## config.mk

```make
export PLATFORM = sky130hd
export DESIGN_NAME = hdlc_rx
export DESIGN_NICKNAME = d
export VERILOG_FILES = /design/src/rtl/hdlc_rx_pkg.sv /design/src/rtl/hdlc_rx_line.sv /design/src/rtl/hdlc_rx_frame.sv /design/src/rtl/hdlc_rx.sv
export SDC_FILE = /design/constraint.sdc
export NUM_CORES = 1
export LEC_CHECK = 0
export BUFFER_PORTS_ARGS = -buffer_cell sky130_fd_sc_hd__buf_4
export CAP_MARGIN = 15
export CORE_ASPECT_RATIO = 0.6
export CORE_MARGIN = 8
export CORE_UTILIZATION = 60
export CTS_CLUSTER_DIAMETER = 100
export DETAILED_ROUTE_END_ITERATION = 8
export PLACE_DENSITY = 0.76
export SKIP_LAST_GASP = 1
export SLEW_MARGIN = 20
export SYNTH_ARGS = -nofsm -noshare
export SYNTH_HDL_FRONTEND = slang
export SYNTH_SLANG_ARGS = --single-unit
```

## constraint.sdc

```tcl
create_clock -name clk -period 2.6 [get_ports clk]
set_input_delay 0 -clock clk [delete_from_list [all_inputs] [get_ports clk]]
set_output_delay 0 -clock clk [all_outputs]
set_load 0.05 [all_outputs]
```

## src/rtl/hdlc_rx_pkg.sv

```systemverilog
package hdlc_rx_pkg;

    typedef enum logic [1:0] {
        END_GOOD  = 2'd0,
        END_BAD   = 2'd1,
        END_SHORT = 2'd2,
        END_ABORT = 2'd3
    } end_code_t;

    localparam int BYTE_W     = 8;
    localparam int FCS_BYTES  = 2;
    localparam int HOLD_N     = FCS_BYTES + 1;
    localparam int FLAG_LEAD  = 6;   // flag bits pushed as data before the flag is seen
    localparam int STUFF_RUN  = 5;
    localparam int FLAG_RUN   = 6;
    localparam int ABORT_RUN  = 7;
    localparam int IDLE_RUN   = 15;
    localparam int EOP_BITS   = 24;
    localparam int MIN_BITS   = 32;

    localparam logic [15:0] CRC_PRESET  = 16'hFFFF;
    localparam logic [15:0] CRC_POLY_RF = 16'h8408;
    localparam logic [15:0] CRC_GOOD    = 16'hF0B8;

    function automatic logic [15:0] crc_byte(input logic [15:0] c, input logic [7:0] d);
        logic [15:0] r;
        r = c;
        for (int i = 0; i < BYTE_W; i++) begin
            if (r[0] ^ d[i]) r = (r >> 1) ^ CRC_POLY_RF;
            else             r = r >> 1;
        end
        return r;
    endfunction

endpackage

```

## src/rtl/hdlc_rx_line.sv

```systemverilog
module hdlc_rx_line
    import hdlc_rx_pkg::*;
(
    input  logic clk,
    input  logic rst_n,
    input  logic bit_en,
    input  logic rx_bit,
    output logic ev_data,
    output logic ev_flag,
    output logic ev_abort,
    output logic line_abort,
    output logic line_idle
);
    localparam int RUN_W = $clog2(IDLE_RUN + 1);
    localparam logic [RUN_W-1:0] RUN_MAX   = '1;
    localparam logic [RUN_W-1:0] L_STUFF   = RUN_W'(STUFF_RUN);
    localparam logic [RUN_W-1:0] L_FLAG    = RUN_W'(FLAG_RUN);
    localparam logic [RUN_W-1:0] L_PREABRT = RUN_W'(ABORT_RUN - 1);
    localparam logic [RUN_W-1:0] L_PREIDLE = RUN_W'(IDLE_RUN - 1);

    logic [RUN_W-1:0] run_q;

    always_comb begin
        ev_data  = bit_en && (run_q < L_STUFF);
        ev_flag  = bit_en && !rx_bit && (run_q == L_FLAG);
        ev_abort = bit_en &&  rx_bit && (run_q == L_PREABRT);
    end

    always_ff @(posedge clk or negedge rst_n) begin
        if (!rst_n) begin
            run_q      <= '0;
            line_abort <= 1'b0;
            line_idle  <= 1'b0;
        end else if (bit_en) begin
            if (rx_bit) run_q <= (run_q == RUN_MAX) ? run_q : run_q + 1'b1;
            else        run_q <= '0;
            if (ev_abort)     line_abort <= 1'b1;
            else if (ev_flag) line_abort <= 1'b0;
            if (rx_bit && run_q == L_PREIDLE) line_idle <= 1'b1;
            else if (!rx_bit)                 line_idle <= 1'b0;
        end
    end
endmodule

```

## src/rtl/hdlc_rx_frame.sv

```systemverilog
module hdlc_rx_frame
    import hdlc_rx_pkg::*;
#(
    parameter int CNT_W = 8
) (
    input  logic        clk,
    input  logic        rst_n,
    input  logic        bit_en,
    input  logic        rx_bit,
    input  logic        ev_data,
    input  logic        ev_flag,
    input  logic        ev_abort,
    input  logic        filt_en,
    input  logic        filt_narrow,
    input  logic [6:0]  addr_hi,
    output logic        out_valid,
    output logic [7:0]  out_data,
    output logic        out_first,
    output logic        out_last,
    output end_code_t   end_status,
    output logic        eop,
    output logic        abort_frame
);
    typedef enum logic [1:0] {FR_HUNT, FR_OPEN, FR_SKIP} fr_state_t;

    localparam logic [CNT_W-1:0] EOP_MIN = CNT_W'(EOP_BITS + FLAG_LEAD);
    localparam logic [CNT_W-1:0] LEN_MIN = CNT_W'(MIN_BITS + FLAG_LEAD);
    localparam logic [2:0]       ALIGNED = 3'(FLAG_LEAD % BYTE_W);
    localparam logic [2:0]       NB_SAT  = 3'(HOLD_N + 1);

    fr_state_t        st_q, st_d;
    logic [7:0]       shift_q;
    logic [2:0]       bitpos_q;
    logic [CNT_W-1:0] nbits_q;
    logic [2:0]       nbytes_q;
    logic [15:0]      crc_q;
    logic [7:0]       hold_q [HOLD_N];

    logic [7:0] new_byte;
    logic       byte_done, addr_ok;
    end_code_t  close_code;

    always_comb begin
        new_byte  = {rx_bit, shift_q[7:1]};
        byte_done = ev_data && (bitpos_q == 3'd7);
        if (new_byte == 8'hFF)  addr_ok = 1'b1;
        else if (filt_narrow)   addr_ok = (new_byte[7:2] == addr_hi[6:1]);
        else                    addr_ok = (new_byte[7:1] == addr_hi);
        if (nbits_q < LEN_MIN)                            close_code = END_SHORT;
        else if (bitpos_q != ALIGNED || crc_q != CRC_GOOD) close_code = END_BAD;
        else                                              close_code = END_GOOD;
    end

    // next-state logic
    always_comb begin
        st_d = st_q;
        unique case (st_q)
            FR_HUNT: if (ev_flag) st_d = FR_OPEN;
            FR_OPEN: if (ev_abort) st_d = FR_HUNT;
                     else if (byte_done && nbytes_q == 3'd0 && filt_en && !addr_ok) st_d = FR_SKIP;
            FR_SKIP: if (ev_abort) st_d = FR_HUNT;
                     else if (ev_flag) st_d = FR_OPEN;
            default: st_d = FR_HUNT;
        endcase
    end

    // state register
    always_ff @(posedge clk or negedge rst_n) begin
        if (!rst_n) st_q <= FR_HUNT;
        else        st_q <= st_d;
    end

    // datapath and outputs
    always_ff @(posedge clk or negedge rst_n) begin
        if (!rst_n) begin
            shift_q     <= '0;
            bitpos_q    <= '0;
            nbits_q     <= '0;
            nbytes_q    <= '0;
            crc_q       <= CRC_PRESET;
            for (int i = 0; i < HOLD_N; i++) hold_q[i] <= '0;
            out_valid   <= 1'b0;
            out_data    <= '0;
            out_first   <= 1'b0;
            out_last    <= 1'b0;
            end_status  <= END_GOOD;
            eop         <= 1'b0;
            abort_frame <= 1'b0;
        end else begin
            out_valid <= 1'b0;
            out_first <= 1'b0;
            out_last  <= 1'b0;
            if (bit_en) begin
                eop         <= 1'b0;
                abort_frame <= 1'b0;
            end
            if (ev_abort || ev_flag) begin
                if (st_q == FR_OPEN) begin
                    if (ev_abort) begin
                        eop         <= 1'b1;
                        end_status  <= END_ABORT;
                        abort_frame <= (nbytes_q == NB_SAT);
                    end else begin
                        if (nbytes_q == NB_SAT) begin
                            out_valid <= 1'b1;
                            out_data  <= hold_q[HOLD_N-1];
                            out_last  <= 1'b1;
                        end
                        if (nbits_q >= EOP_MIN) begin
                            eop        <= 1'b1;
                            end_status <= close_code;
                        end
                    end
                end
                bitpos_q <= '0;
                nbits_q  <= '0;
                nbytes_q <= '0;
                crc_q    <= CRC_PRESET;
            end else if (ev_data && st_q != FR_HUNT) begin
                shift_q  <= new_byte;
                bitpos_q <= bitpos_q + 1'b1;
                if (nbits_q != '1) nbits_q <= nbits_q + 1'b1;
                if (byte_done) begin
                    crc_q     <= crc_byte(crc_q, new_byte);
                    hold_q[0] <= new_byte;
                    for (int i = 1; i < HOLD_N; i++) hold_q[i] <= hold_q[i-1];
                    if (nbytes_q != NB_SAT) nbytes_q <= nbytes_q + 1'b1;
                    if (st_q == FR_OPEN && nbytes_q >= 3'(HOLD_N)) begin
                        out_valid <= 1'b1;
                        out_data  <= hold_q[HOLD_N-1];
                        out_first <= (nbytes_q == 3'(HOLD_N));
                    end
                end
            end
        end
    end
endmodule

```

## src/rtl/hdlc_rx.sv

```systemverilog
module hdlc_rx
    import hdlc_rx_pkg::*;
#(
    parameter int CNT_W = 8
) (
    input  logic       clk,
    input  logic       rst_n,
    input  logic       bit_en,
    input  logic       rx_bit,
    input  logic       filt_en,
    input  logic       filt_narrow,
    input  logic [6:0] addr_hi,
    output logic       out_valid,
    output logic [7:0] out_data,
    output logic       out_first,
    output logic       out_last,
    output logic [1:0] end_status,
    output logic       eop,
    output logic       abort_frame,
    output logic       line_abort,
    output logic       line_idle
);
    logic      ev_data, ev_flag, ev_abort;
    end_code_t code_w;

    hdlc_rx_line u_line (
        .clk(clk), .rst_n(rst_n), .bit_en(bit_en), .rx_bit(rx_bit),
        .ev_data(ev_data), .ev_flag(ev_flag), .ev_abort(ev_abort),
        .line_abort(line_abort), .line_idle(line_idle)
    );

    hdlc_rx_frame #(.CNT_W(CNT_W)) u_frame (
        .clk(clk), .rst_n(rst_n), .bit_en(bit_en), .rx_bit(rx_bit),
        .ev_data(ev_data), .ev_flag(ev_flag), .ev_abort(ev_abort),
        .filt_en(filt_en), .filt_narrow(filt_narrow), .addr_hi(addr_hi),
        .out_valid(out_valid), .out_data(out_data), .out_first(out_first),
        .out_last(out_last), .end_status(code_w), .eop(eop),
        .abort_frame(abort_frame)
    );

    assign end_status = code_w;
endmodule

```

==> impl_table.tex <==
\begin{tabular}{lr}
\hline
Metric & Value \\
\hline
\multicolumn{2}{l}{\textbf{Timing}} \\
\quad Post-layout min period & 2.233 ns \\
\quad Count of final max-slew check failures & 0 \\
\quad Rel. slew slack & 0.5039 \\
\quad Maximum clock frequency & 0.4479 GHz \\
\quad Worst Hold Margin & 0.2065 ns \\
\quad Actual slew at the worst max-slew pin & 0.7441 ns \\
\quad Portion of the clock cycle consumed by the worst path in the final layout & 0.8587 \\
\quad Final number of setup-violating endpoints & 0 \\
\quad Final worst clock skew & 0.009676 ns \\
\quad Setup TNS after final layout & 0 ns \\
\quad Number of failing hold endpoints at the final stage & 0 \\
\quad Unrepaired setup endpoints after global routing & false \\
\multicolumn{2}{l}{\textbf{Yosys}} \\
\quad Number of enable-type register cells in the synthesized netlist & 0 \\
\quad Number of warnings issued by yosys & 0 \\
\quad Asr flop ratio synth & 1.000 \\
\quad Synth Register Bits & 84 \\
\quad Net count of the mapped netlist & 396 \\
\quad Ys flop type & dfrtp\_1 \\
\quad Cell area after synthesis & 0.004229 mm2 \\
\quad Mean Syn Cell Area & 11.37 um2 \\
\quad Sequential share of the synthesized area & 0.5018 \\
\quad Number of instances in the synthesized netlist & 372 \\
\quad Count of unique library cells instantiated by Yosys & 57 \\
\multicolumn{2}{l}{\textbf{Power and ir drop}} \\
\quad PwrDens & 1005 mW/mm2 \\
\quad Leak Pwr & 2.184 nW \\
\quad Max rail drop VDD & 809.9 uV \\
\multicolumn{2}{l}{\textbf{Detailed routing}} \\
\quad Detailed Routing Iterations Pass 1 & 4 \\
\quad Highest Signal Layer & met4 \\
\quad WL met2 & 3786 um \\
\quad Routed length on met1 & 4487 um \\
\quad Remaining routing DRC violations & 0 \\
\quad Total number of vias & 3039 \\
\quad Via/cell ratio & 6.127 \\
\quad Routed length on met3 & 597 um \\
\quad Violation count after the first detailed-route iteration & 311 \\
\quad Total Wirelength & 8950 um \\
\quad Number of nets with antenna violations after routing & 0 \\
\quad Wire length per cell & 18.04 um \\
\multicolumn{2}{l}{\textbf{Hold path}} \\
\quad Startpoint of the most critical hold path & filt\_en \\
\quad Worst min-delay path class & primary input to flip-flop \\
\quad Number of cells on the worst hold path & 4 \\
\quad WHS Endpoint & u\_frame.st\_q[0]\$\_DFFE\_PN0P\_ \\
\multicolumn{2}{l}{\textbf{GRT}} \\
\quad Wire length of the first global-routing pass & 15250 um \\
\quad Total routing resource utilization after global routing & 0.1878 \\
\quad Antenna violations before repair & 0 \\
\quad Sum of overflow across all layers after global routing & 0 \\
\quad Pin count of the biggest net entering global routing & 85 \\
\quad Vias in the first global route & 2972 \\
\multicolumn{2}{l}{\textbf{Die}} \\
\quad Top-Level Pins & 30 \\
\quad Area of the die & 0.01008 mm2 \\
\quad Standard-cell rows & 23 \\
\quad Effective utilization at floorplan & 0.6253 \\
\quad Placeable core region & 0.006763 mm2 \\
\quad Height of the die & 81.03 um \\
\quad Width of the chip & 124.4 um \\
\multicolumn{2}{l}{\textbf{Clock network}} \\
\quad Number of clock sinks & 84 \\
\quad TritonCTS clock tree & built \\
\quad Maximum level of the CTS H-tree & 3 \\
\quad Post-CTS clock slew at the launch and capture registers of the worst setup and hold paths & 0.06 ns \\
\quad Number of buffers inserted to repair setup after CTS & 0 \\
\quad Later-pin clock latency in the skew report & 0.34 ns \\
\quad Clock tree root buffer cell & clkbuf\_16 \\
\quad Clock buffers created by TritonCTS & 9 \\
\quad Maximum clock insertion buffer count & 2 \\
\multicolumn{2}{l}{\textbf{Worst setup path}} \\
\quad Critical path required time & 2.81 ns \\
\quad Endpoint kind of the worst setup timing path & flip-flop \\
\quad Worst setup slack for register-to-register paths & 0.37 ns \\
\quad Launching element type of the critical path & flip-flop \\
\quad Worst Path Max Fanout & 17 \\
\quad Worst reg-to-reg path cell count & 6 \\
\quad RR Startpoint & u\_line.run\_q[0]\$\_DFFE\_PN0P\_ \\
\quad Worst Path Arrival & 2.44 ns \\
\quad Critical path start-end classification & flip-flop to flip-flop \\
\quad Capture point of the worst reg-to-reg path & u\_frame.out\_data[7]\$\_DFFE\_PN0P\_ \\
\multicolumn{2}{l}{\textbf{Final layout}} \\
\quad Layout cells sized above 1 & 0.2567 \\
\quad Most common library cell in the layout ignoring fill and taps & dfrtp\_1 \\
\quad Number of filler cells placed in the layout & 491 \\
\quad Diode count & 0 \\
\quad Most frequent cells in the layout & 68 x dfrtp\_1, 36 x buf\_4, 25 x mux2\_2, 23 x nand2\_1, 18 x xnor2\_1 \\
\quad Number of nets in the final layout & 428 \\
\quad Area growth from synthesis to final layout & 14.70\% \\
\quad Final standard cell utilization of the core & 0.7173 \\
\multicolumn{2}{l}{\textbf{Job}} \\
\quad Max-capacitance violation count & 0 \\
\multicolumn{2}{l}{\textbf{Placement}} \\
\quad Routability Congestion & 0.8301 \\
\quad HPWL after DPL & 6179 um \\
\quad IO Port Bufs & 29 \\
\multicolumn{2}{l}{\textbf{Outcome}} \\
\quad Result of the run & finished clean \\
\hline
\end{tabular}
[cell usage after synthesis (2+ instances only)]
library cell  number  area, um2
nor2_1            13      48.80
dfrtp_1           68       1702
o31ai_1            2      15.01
a211o_1            2      17.52
and4_1             2      17.52
buf_2              8      40.04
xor2_1            15      131.4
buf_6              2      22.52
a2bb2oi_1          8      70.07
a31oi_1            5      31.28
a21oi_1           14      70.07
nor4b_1            3      26.28
nand4b_1           3      26.28
ha_1              11      137.6
nand4_1            4      25.02
nand2_1           23      86.33
or3_1             13      81.33
nor4_1             2      12.51
nand2b_1           3      18.77
mux2_4             5      75.07
a41oi_1            2      17.52
o22a_1            13      113.9
mux2_2            25      281.5
clkbuf_1           8      30.03
o41ai_1            3      26.28
nand2b_4           2      27.53
nand3_1           16      80.08
nor2b_1            2      12.51
o211ai_1           8      60.06
o21ai_0            9      45.04
a211oi_1           4      30.03
xnor2_1           18      157.7
or4_1              3      22.52
inv_1             11      41.29
dfstp_2           16      420.4
o2111ai_1          2      17.52
nor3_1             4      20.02
[kinds of logic (layout without fill, tap and decap cells)]
group                      after synthesis  count (layout)  synth area share
DFF                                     84              84            0.5018
buffers and inverters                   30              67           0.03254
xor gates and xnor gates                33              33           0.06834
AOI/OAI and AO/OA                       84              84            0.1459
and+or+nand+nor                         99              99            0.1323
adders and majority gates               11              11           0.03254
muxes                                   31              31           0.08669
[where the power goes]
group,internal (mW),switching (mW)
sequential,1.71,0.385
clock,0.730,0.512
combinational,0.752,0.789
[cell type report]
cell class              count  area, um2  share of cell area
multi-input cells         258       1969              0.4060
clock inverters             4      31.28            0.006448
inverters                  11      41.29            0.008512
well taps                  87      108.9             0.02244
flip-flops and latches     84       2122              0.4375
clock buffers              12      266.5             0.05494
repair buffers             40      311.5             0.06422
[per-stage QoR]
stage	cells	setup slack [ns]	power (mW)	cell area (um2)
global route	496	0.1903	5.150	4851
CTS	496	0.3883	4.899	4847
detailed placement	477	0.3911	3.633	4519
finish	496	0.3674	4.875	4851
global placement	477	0.4077	3.564	4519
floorplan	372	0.5474	3.223	4229
[repair_timing]
| action | in CTS | in global routing |
|---|---|---|
| resized for setup | 0 | 0 |
| hold buffers | 3 | 0 |
| hold endpoints to repair | 74 | 0 |
[worst max-delay path, stage by stage (launching register included)]
cell and delay, ns:
dfrtp_1 0.42, inv_1 0.13, ha_1 0.19, nand4b_1 0.32
or3_1 0.73, o211ai_1 0.21, nand3_1 0.11
[worst max-delay path by stage]
| stage | startpoint | slack, ns | end | cells after the start |
|---|---|---|---|---|
| global route | u_line.run_q[0]$_DFFE_PN0P_ | 0.19 | u_frame.out_data[7]$_DFFE_PN0P_ | 6 |
| detailed placement | u_line.run_q[0]$_DFFE_PN0P_ | 0.39 | u_frame.shift_q[1]$_DFFE_PN0P_ | 6 |
| CTS | u_line.run_q[0]$_DFFE_PN0P_ | 0.39 | u_frame.shift_q[1]$_DFFE_PN0P_ | 6 |
| finish | u_line.run_q[0]$_DFFE_PN0P_ | 0.37 | u_frame.out_data[7]$_DFFE_PN0P_ | 6 |
| global placement | u_line.run_q[0]$_DFFE_PN0P_ | 0.41 | u_frame.shift_q[6]$_DFFE_PN0P_ | 6 |
| floorplan | u_line.run_q[0]$_DFFE_PN0P_ | 0.55 | u_frame.hold_q[15]$_DFFE_PN0P_ | 9 |
[routing by layer]
layer	global-route usage	up-vias
met5	0	-
met4	0.04659	0
met3	0.06628	10
met2	0.2616	83
met1	0.2719	1502
li1	-	1444
[state kept, by name, indices dropped and copies added, names as in the netlist, 2 cells and up]
| register | count |
|---|---|
| u_frame.shift_q | 7 |
| u_frame.nbytes_q | 3 |
| u_frame.bitpos_q | 3 |
| u_frame.st_q | 2 |
| u_frame.nbits_q | 8 |
| u_frame.end_status | 2 |
| u_frame.crc_q | 16 |
| u_frame.out_data | 8 |
| u_line.run_q | 4 |
| u_frame.hold_q | 24 |
(Power assumes the default switching activity.)
